===== src/rtl/nv_xfer_pkg.sv =====
package nv_xfer_pkg;

    typedef enum logic [1:0] {
        PH_IDLE   = 2'd0,
        PH_ERASE  = 2'd1,
        PH_PROG   = 2'd2,
        PH_RECALL = 2'd3
    } nv_phase_e;

    typedef enum logic [1:0] {
        OP_STORE  = 2'd0,
        OP_RECALL = 2'd1,
        OP_AS_OFF = 2'd2,
        OP_AS_ON  = 2'd3
    } nv_cmd_e;

    typedef struct packed {
        logic start_store;
        logic start_recall;
        logic as_set;
        logic as_clr;
    } nv_decision_t;

    function automatic int unsigned max3(input int unsigned a, input int unsigned b,
                                         input int unsigned c);
        int unsigned m;
        m = (a > b) ? a : b;
        return (m > c) ? m : c;
    endfunction

endpackage


===== src/rtl/nv_trig_arb.sv =====
module nv_trig_arb
    import nv_xfer_pkg::*;
(
    input  logic         idle,
    input  logic         pwr_fail,
    input  logic         hw_store,
    input  logic         cmd_valid,
    input  logic [1:0]   cmd_op,
    input  logic         dirty,
    input  logic         as_en,
    output nv_decision_t dec
);
    always_comb begin
        dec = '0;
        if (idle) begin
            if (pwr_fail) begin
                dec.start_store = as_en && dirty;
            end else if (hw_store) begin
                dec.start_store = dirty;
            end else if (cmd_valid) begin
                unique case (nv_cmd_e'(cmd_op))
                    OP_STORE:  dec.start_store  = 1'b1;
                    OP_RECALL: dec.start_recall = 1'b1;
                    OP_AS_OFF: dec.as_clr       = 1'b1;
                    OP_AS_ON:  dec.as_set       = 1'b1;
                    default:   dec              = '0;
                endcase
            end
        end
    end
endmodule


===== src/rtl/nv_phase_timer.sv =====
module nv_phase_timer
    import nv_xfer_pkg::*;
#(
    parameter int unsigned ERASE_CYC  = 6,
    parameter int unsigned PROG_CYC   = 10,
    parameter int unsigned RECALL_CYC = 8
) (
    input  logic      clk,
    input  logic      rst,
    input  logic      start_store,
    input  logic      start_recall,
    output nv_phase_e phase,
    output logic      last,
    output logic      done
);
    localparam int unsigned MAXC  = max3(ERASE_CYC, PROG_CYC, RECALL_CYC);
    localparam int unsigned CNT_W = ($clog2(MAXC) < 1) ? 1 : $clog2(MAXC);
    localparam logic [CNT_W-1:0] ERASE_LD  = CNT_W'(ERASE_CYC - 1);
    localparam logic [CNT_W-1:0] PROG_LD   = CNT_W'(PROG_CYC - 1);
    localparam logic [CNT_W-1:0] RECALL_LD = CNT_W'(RECALL_CYC - 1);

    logic [CNT_W-1:0] cnt;

    assign last = (phase != PH_IDLE) && (cnt == '0);
    assign done = last && (phase == PH_PROG || phase == PH_RECALL);

    always_ff @(posedge clk) begin
        if (rst) begin
            phase <= PH_RECALL;
            cnt   <= RECALL_LD;
        end else begin
            unique case (phase)
                PH_IDLE: begin
                    if (start_store) begin
                        phase <= PH_ERASE;
                        cnt   <= ERASE_LD;
                    end else if (start_recall) begin
                        phase <= PH_RECALL;
                        cnt   <= RECALL_LD;
                    end
                end
                PH_ERASE: begin
                    if (last) begin
                        phase <= PH_PROG;
                        cnt   <= PROG_LD;
                    end else begin
                        cnt <= cnt - 1'b1;
                    end
                end
                default: begin
                    if (last) begin
                        phase <= PH_IDLE;
                    end else begin
                        cnt <= cnt - 1'b1;
                    end
                end
            endcase
        end
    end
endmodule


===== src/rtl/nv_flag_regs.sv =====
module nv_flag_regs
    import nv_xfer_pkg::*;
(
    input  logic         clk,
    input  logic         rst,
    input  logic         idle,
    input  logic         sram_wr,
    input  logic         done,
    input  nv_decision_t dec,
    output logic         dirty,
    output logic         as_en
);
    always_ff @(posedge clk) begin
        if (rst) begin
            dirty <= 1'b0;
            as_en <= 1'b1;
        end else begin
            if (done) begin
                dirty <= 1'b0;
            end else if (idle && sram_wr) begin
                dirty <= 1'b1;
            end
            if (dec.as_clr) begin
                as_en <= 1'b0;
            end else if (dec.as_set) begin
                as_en <= 1'b1;
            end
        end
    end
endmodule


===== src/rtl/nv_xfer_seq.sv =====
module nv_xfer_seq
    import nv_xfer_pkg::*;
#(
    parameter int unsigned ERASE_CYC  = 6,
    parameter int unsigned PROG_CYC   = 10,
    parameter int unsigned RECALL_CYC = 8
) (
    input  logic       clk,
    input  logic       rst,
    input  logic       pwr_fail_i,
    input  logic       hw_store_i,
    input  logic       cmd_valid_i,
    input  logic [1:0] cmd_op_i,
    input  logic       sram_wr_i,
    output logic       busy_n_o,
    output logic       rdy_o,
    output logic       as_en_o,
    output logic       dirty_o,
    output logic [1:0] nv_phase_o,
    output logic       nv_prog_stb_o,
    output logic       nv_load_stb_o
);
    nv_phase_e    phase;
    logic         last;
    logic         done;
    logic         idle;
    nv_decision_t dec;

    assign idle = (phase == PH_IDLE);

    nv_trig_arb u_arb (
        .idle      (idle),
        .pwr_fail  (pwr_fail_i),
        .hw_store  (hw_store_i),
        .cmd_valid (cmd_valid_i),
        .cmd_op    (cmd_op_i),
        .dirty     (dirty_o),
        .as_en     (as_en_o),
        .dec       (dec)
    );

    nv_phase_timer #(
        .ERASE_CYC  (ERASE_CYC),
        .PROG_CYC   (PROG_CYC),
        .RECALL_CYC (RECALL_CYC)
    ) u_timer (
        .clk          (clk),
        .rst          (rst),
        .start_store  (dec.start_store),
        .start_recall (dec.start_recall),
        .phase        (phase),
        .last         (last),
        .done         (done)
    );

    nv_flag_regs u_flags (
        .clk     (clk),
        .rst     (rst),
        .idle    (idle),
        .sram_wr (sram_wr_i),
        .done    (done),
        .dec     (dec),
        .dirty   (dirty_o),
        .as_en   (as_en_o)
    );

    assign busy_n_o      = idle;
    assign rdy_o         = !idle;
    assign nv_phase_o    = phase;
    assign nv_prog_stb_o = last && (phase == PH_PROG);
    assign nv_load_stb_o = last && (phase == PH_RECALL);
endmodule


===== config.mk =====
export PLATFORM = sky130hd
export DESIGN_NAME = nv_xfer_seq
export DESIGN_NICKNAME = d
export VERILOG_FILES = /design/src/rtl/nv_xfer_pkg.sv /design/src/rtl/nv_trig_arb.sv /design/src/rtl/nv_phase_timer.sv /design/src/rtl/nv_flag_regs.sv /design/src/rtl/nv_xfer_seq.sv
export SDC_FILE = /design/constraint.sdc
export NUM_CORES = 1
export LEC_CHECK = 0
export BUFFER_PORTS_ARGS = -buffer_cell sky130_fd_sc_hd__buf_2
export CORE_MARGIN = 4
export CORE_UTILIZATION = 30
export DETAILED_ROUTE_END_ITERATION = 10
export PLACE_DENSITY = 0.62
export SLEW_MARGIN = 15
export SYNTH_ARGS = -nofsm -noshare
export SYNTH_HDL_FRONTEND = slang
export SYNTH_SLANG_ARGS = --single-unit

===== constraint.sdc =====
create_clock -name clk -period 4.5 [get_ports clk]
set_input_delay 0.225 -clock clk [delete_from_list [all_inputs] [get_ports clk]]
set_output_delay 0.225 -clock clk [all_outputs]
set_load 0.1 [all_outputs]

==> out/metrics.yaml, run 1 <==
status:
  status: "complete, no violations"
cells_and_area:
  final_nets: 87
  areaGrowthSynthToFinish_pct: 21.2
  design_area_um2: 644
  diodes: 0
  drive_above_1_share: 0.320
  postLayoutCoreUtil: 0.404
place:
  dp_hpwl_um: 956
  dpl_cell_area_um2: 622
  dp_slack_ps: 2630
  port_buffers: 15
  gp_routability_congestion: 0.873
setup_path:
  cp.required_ps: 4280
  cp_num_cells: 5
  startpoint_type: "register"
  timing.rr.start: "u_timer.cnt[0]"
  endpoint: "nv_load_stb_o"
  path_cells: "inv_1 > ha_1 > nor3b_2 > and3_1 > buf_2"
  r2r_cells: 6
  crit_family: "simple AND/OR/NAND/NOR gates"
  critPathSlowestCell: "buf_2"
  crit_path_end_kind: "output port"
  setup.worst_path.start: "u_timer.cnt[0]"
  crit_arrival_ps: 1940
  path_max_fanout: 6
  cp.buffers_inverters: 2
  critPathMaxStageDelay_ps: 420
  criticalPathCategory: "register to output port"
  r2r-end: "u_timer.cnt[1]"
  r2r_setup_slack_ps: 2830
grt:
  grt-ovfl-total: 0
  gr-usage-all-layers: 0.117
  antenna_found_initial: 0
  grt_pass1_wl_um: 2270
  grt_max_degree: 11
  grt_pass1_vias: 529
synthesis:
  syn_avg_cell_area_um2: 9.01
  yosysTopAreaCell: "dfxtp_1"
  yosys_warnings: 0
  synthFlopType: "dfxtp_1"
  synth_top_area_frac: 0.301
  syn_nets: 69
  synth.distinct_cells: 32
  synth_edf_count: 0
  yosys-top-cells-count: "dfxtp_1 (8), a21oi_1 (7)"
  async_reset_ff_frac: 0
  ys_seq_area_frac: 0.301
  synth.area.top_cells: "dfxtp_1 (30%), a21oi_1 (6.6%), a211oi_2 (4.7%), ha_1 (4.7%), nor4b_4 (4.5%)"
  synthMostInstantiatedCell: "dfxtp_1"
  syn_inst: 59
  ys_ff_latch: 8
  netlist_area_um2: 532
floorplan:
  fp-row-count: 14
  die_y_um: 50.1
  initial_utilization: 0.334
  pin_count: 16
  dieArea_mm2: 0.00251
  core_area_mm2: 0.00159
  die_w_um: 50.1
timing:
  relSlewSlack: 0.678
  fmax_mhz: 462
  setup_viol: 0
  worst_slack_ps: 2340
  hold_viol: 0
  setup_tns_ps: 0
  worst_pin_slew_ps: 486
  rsz0062_at_grt: "false"
  drv_slew: 0
  final.period_utilization: 0.481
  period_minus_slack_ps: 2160
  finClkSkew_ps: 5.87
power_and_ir_drop:
  peakVddDrop_mv: 0.124
  p_per_area_mw_per_mm2: 256
  power_uw: 165
  leakagePower_uw: 0.000263
drt:
  wirelength_um: 1270
  post_drt_wl_per_cell_um: 12.8
  via_per_inst: 5.08
  drt_iter0_drc: 7
  dr.pass1.iters: 2
  drtAntennaViolNets: 0
  drcViolationCount: 0
  vias: 503
clock_network:
  cts.sinks: 8
  cts_resized: 0
  h-tree-depth: 1
  ctsHoldBuffers: 0
  clk_pin_slew_worst_paths_ps: 60
  post_cts_buffers: 0
  insertion_delay_ps: 260
  tritoncts: "done"
  cts-buffers-inserted: 3
  clock-root-buffer: "clkbuf_4"
  cts.path.max_buffers: 2
job:
  cap_violations: 0
hold_path:
  min_path_type: "primary input to register"
-- layout make-up --
cell class              count  area, um2
fillers                   174        950
multi-input cells          45        342
flip-flops and latches      8        160
repair buffers             15       75.1
well taps                  24       30.0
clock buffers               3       22.5
inverters                   4       15.0
-- cells in the final DEF, fill, tap and decap left out, types with 2 or more instances in the layout --
cell	n
or2_1	2
a221oi_1	2
a211oi_2	2
buf_2	15
dfxtp_1	8
a21oi_1	7
nand3_1	2
clkbuf_4	3
inv_1	3
nor2_1	3
nand2b_1	2
o21ai_0	3
ha_1	2
and3_1	3
-- tightest hold or removal path, delay by kind of cell --
| family | cells | cell delay, ps |
|---|---|---|
| mux | 1 | 60 |
| buf+inv | 1 | 100 |
| simple gates | 1 | 60 |
-- where the power goes --
group | total [uW] | internal (uW) | switching (uW)
logic | 29.1 | 12.8 | 16.3
registers | 79.6 | 74.7 | 4.86
clock network | 56.0 | 30.6 | 25.4
total | 165 | 118 | 46.5
-- metrics by stage --
step	std cells	hold slack (ps)
global route	99	240
floorplan	59	354
CTS	99	206
global placement	96	472
detailed placement	96	478
finish	99	220
-- logic make-up after synthesis --
group                    count (synthesis)  synth area share
adder cells (fa/ha/maj)                  2            0.0471
XOR/XNOR                                 1            0.0165
flip-flops                               8             0.301
AO/OA/AOI/OAI                           19             0.240
buffers and inverters                    6            0.0565
AND/OR/NAND/NOR                         21             0.292
multiplexers                             2            0.0471
-- worst min path at each step --
stage / slack, ps / endpoint / cells past startpoint / startpoint
finish: 220 / u_flags.as_en / 3 / cmd_op_i[0]
global route: 240 / u_flags.as_en / 3 / cmd_op_i[0]
CTS: 210 / u_flags.as_en / 3 / cmd_op_i[0]
detailed placement: 480 / u_flags.as_en / 3 / cmd_op_i[0]
global placement: 470 / u_flags.as_en / 3 / cmd_op_i[0]
floorplan: 350 / u_flags.as_en / 2 / cmd_op_i[0]
-- layer usage --
metal | wire length (um) | part of all wire | global-route usage | vias up
li1 | - | - | - | 253
met1 | 584 | 0.46 | 0.144 | 234
met2 | 583 | 0.46 | 0.180 | 16
met3 | 98 | 0.077 | 0.0602 | 0
met4 | 0 | 0 | 0.0230 | 0
met5 | 0 | 0 | 0 | -
-- registers in the layout, summed over array words and instances, names as in the netlist --
| name | cells |
|---|---|
| u_timer.cnt | 4 |
| u_flags.as_en | 1 |
| u_flags.dirty | 1 |
| u_timer.phase | 2 |
(Power assumes the default switching activity.)
==> inputs of run 2 (changes only) <==
clock period = 2.15 ns   (was 4.5 ns; I/O delays follow)
==> out/metrics.yaml, run 2 (synthesis gave the netlist of run 1 again) <==
clock_network:
  insertion_delay_ps: 250  # was 260 ps
  cts-buffers-inserted: 3  # unchanged
  clk_pin_slew_worst_paths_ps: 50  # was 60 ps
  ctsHoldBuffers: 0  # unchanged
  cts.path.max_buffers: 2  # unchanged
  clock-root-buffer: "clkbuf_4"  # unchanged
  h-tree-depth: 1  # unchanged
  tritoncts: "done"  # unchanged
  cts.sinks: 8  # unchanged
  cts_resized: 0  # unchanged
  post_cts_buffers: 0  # unchanged
grt:
  grt_pass1_vias: 475  # was 529
  antenna_found_initial: 0  # unchanged
  grt_pass1_wl_um: 2220  # was 2270 um
  gr-usage-all-layers: 0.115  # was 0.117
  grt_max_degree: 11  # unchanged
  grt-ovfl-total: 0  # unchanged
place:
  dpl_cell_area_um2: 632  # was 622 um2
  gp_routability_congestion: 0.804  # was 0.873
  dp_hpwl_um: 982  # was 956 um
  dp_slack_ps: 425  # was 2630 ps
  port_buffers: 15  # unchanged
timing:
  setup_viol: 0  # unchanged
  fmax_mhz: 498
  rsz0062_at_grt: "false"  # unchanged
  hold_viol: 0  # unchanged
  final.period_utilization: 0.933
  finClkSkew_ps: 2.96  # was 5.87 ps
  relSlewSlack: 0.676  # was 0.678
  worst_pin_slew_ps: 489  # was 486 ps
  setup_tns_ps: 0  # unchanged
  worst_slack_ps: 144  # was 2340 ps
  drv_slew: 0  # unchanged
  period_minus_slack_ps: 2010
cells_and_area:
  largest_register_ffs: 4  # unchanged
  final_cell_mix: "buf_2 (15), a21oi_1 (7), dfxtp_1 (6)"  # was buf_2 (15), dfxtp_1 (8), a21oi_1 (7)
  diodes: 0  # unchanged
  final_common_cell: "buf_2"  # unchanged
  seq_area_um2: 163  # was 160 um2
  final_nets: 87  # unchanged
  largestRegisters: "u_timer.cnt (4), u_timer.phase (2)"  # unchanged
  areaGrowthSynthToFinish_pct: 23.1  # was 21.2%
  top_register: "u_timer.cnt"  # unchanged
  multiInputGateArea_um2: 349  # was 342 um2
  design_area_um2: 654  # was 644 um2
  drive_above_1_share: 0.360  # was 0.320
  nFillCells: 164  # was 174
setup_path:
  criticalPathCategory: "register to output port"  # unchanged
  crit_path_end_kind: "output port"  # unchanged
  startpoint_type: "register"  # unchanged
  cp.required_ps: 2040  # was 4280 ps
  crit_arrival_ps: 1900  # was 1940 ps
  path_max_fanout: 6  # unchanged
status:
  status: "complete, no violations"  # unchanged
drt:
  vias: 489  # was 503
  via_per_inst: 4.94  # was 5.08
  dr.pass1.iters: 4  # was 2
  post_drt_wl_per_cell_um: 12.4  # was 12.8 um
  wirelength_um: 1230  # was 1270 um
  drtAntennaViolNets: 0  # unchanged
  drt_iter0_drc: 7  # unchanged
  drcViolationCount: 0  # unchanged
floorplan:
  initial_utilization: 0.334  # unchanged
  core_area_mm2: 0.00159  # unchanged
  pin_count: 16  # unchanged
  die_w_um: 50.1  # unchanged
  dieArea_mm2: 0.00251  # unchanged
  die_y_um: 50.1  # unchanged
  fp-row-count: 14  # unchanged
power_and_ir_drop:
  p_per_area_mw_per_mm2: 524  # was 256 mW/mm2
  leakagePower_uw: 0.000262  # was 0.000263 uW
  peakVddDrop_mv: 0.321  # was 0.124 mV
  power_uw: 343  # was 165 uW
job:
  cap_violations: 0  # unchanged
hold_path:
  min_path_type: "primary input to register"  # unchanged
run 2: area by class of cell:
class,count,share of cell area
repair buffers,15,0.115
flip-flops and latches,8,0.249
clock buffers,3,0.0344
inverters,4,0.0229
well taps,24,0.0459
multi-input cells,45,0.533
run 2: critical path: stages (launching register included):
cell and delay (ps):
dfxtp_1 320, inv_1 130, ha_1 230, nor3b_2 350, and3_1 200, buf_2 420
run 2: routing by layer:
metal | vias to the layer above | track usage | share of wire
met1 | 215 | 0.144 | 0.47
met4 | 0 | 0.0369 | 0
met5 | - | 0 | 0
met2 | 20 | 0.170 | 0.44
met3 | 0 | 0.0572 | 0.085
li1 | 254 | - | -
run 2: final timing paths:
| kind | startpoint | to | slack, ps | cells past startpoint |
|---|---|---|---|---|
| max | u_timer.cnt[0] | nv_load_stb_o | 140 | 5 |
| min | cmd_op_i[0] | u_flags.as_en | 90 | 3 |
| max reg2reg | u_timer.cnt[0] | u_timer.cnt[0] | 530 | 6 |
| min reg2reg | u_flags.as_en | u_flags.as_en | 500 | 2 |
run 2: per-stage QoR:
stage	hold WS (ps)	std cells	utilization
after CTS	85.4	99	0.411
after global placement	367	96	0.396
final	93.0	99	0.411
after floorplan	237	59	-
after detailed placement	356	96	0.396
after global routing	102	99	0.411
run 2: report_power, final:
| part | internal [uW] | total (uW) | switching (uW) |
|---|---|---|---|
| sequential | 157 | 167 | 10.4 |
| combinational | 26.7 | 61.0 | 34.3 |
| clock | 63.9 | 115 | 50.9 |
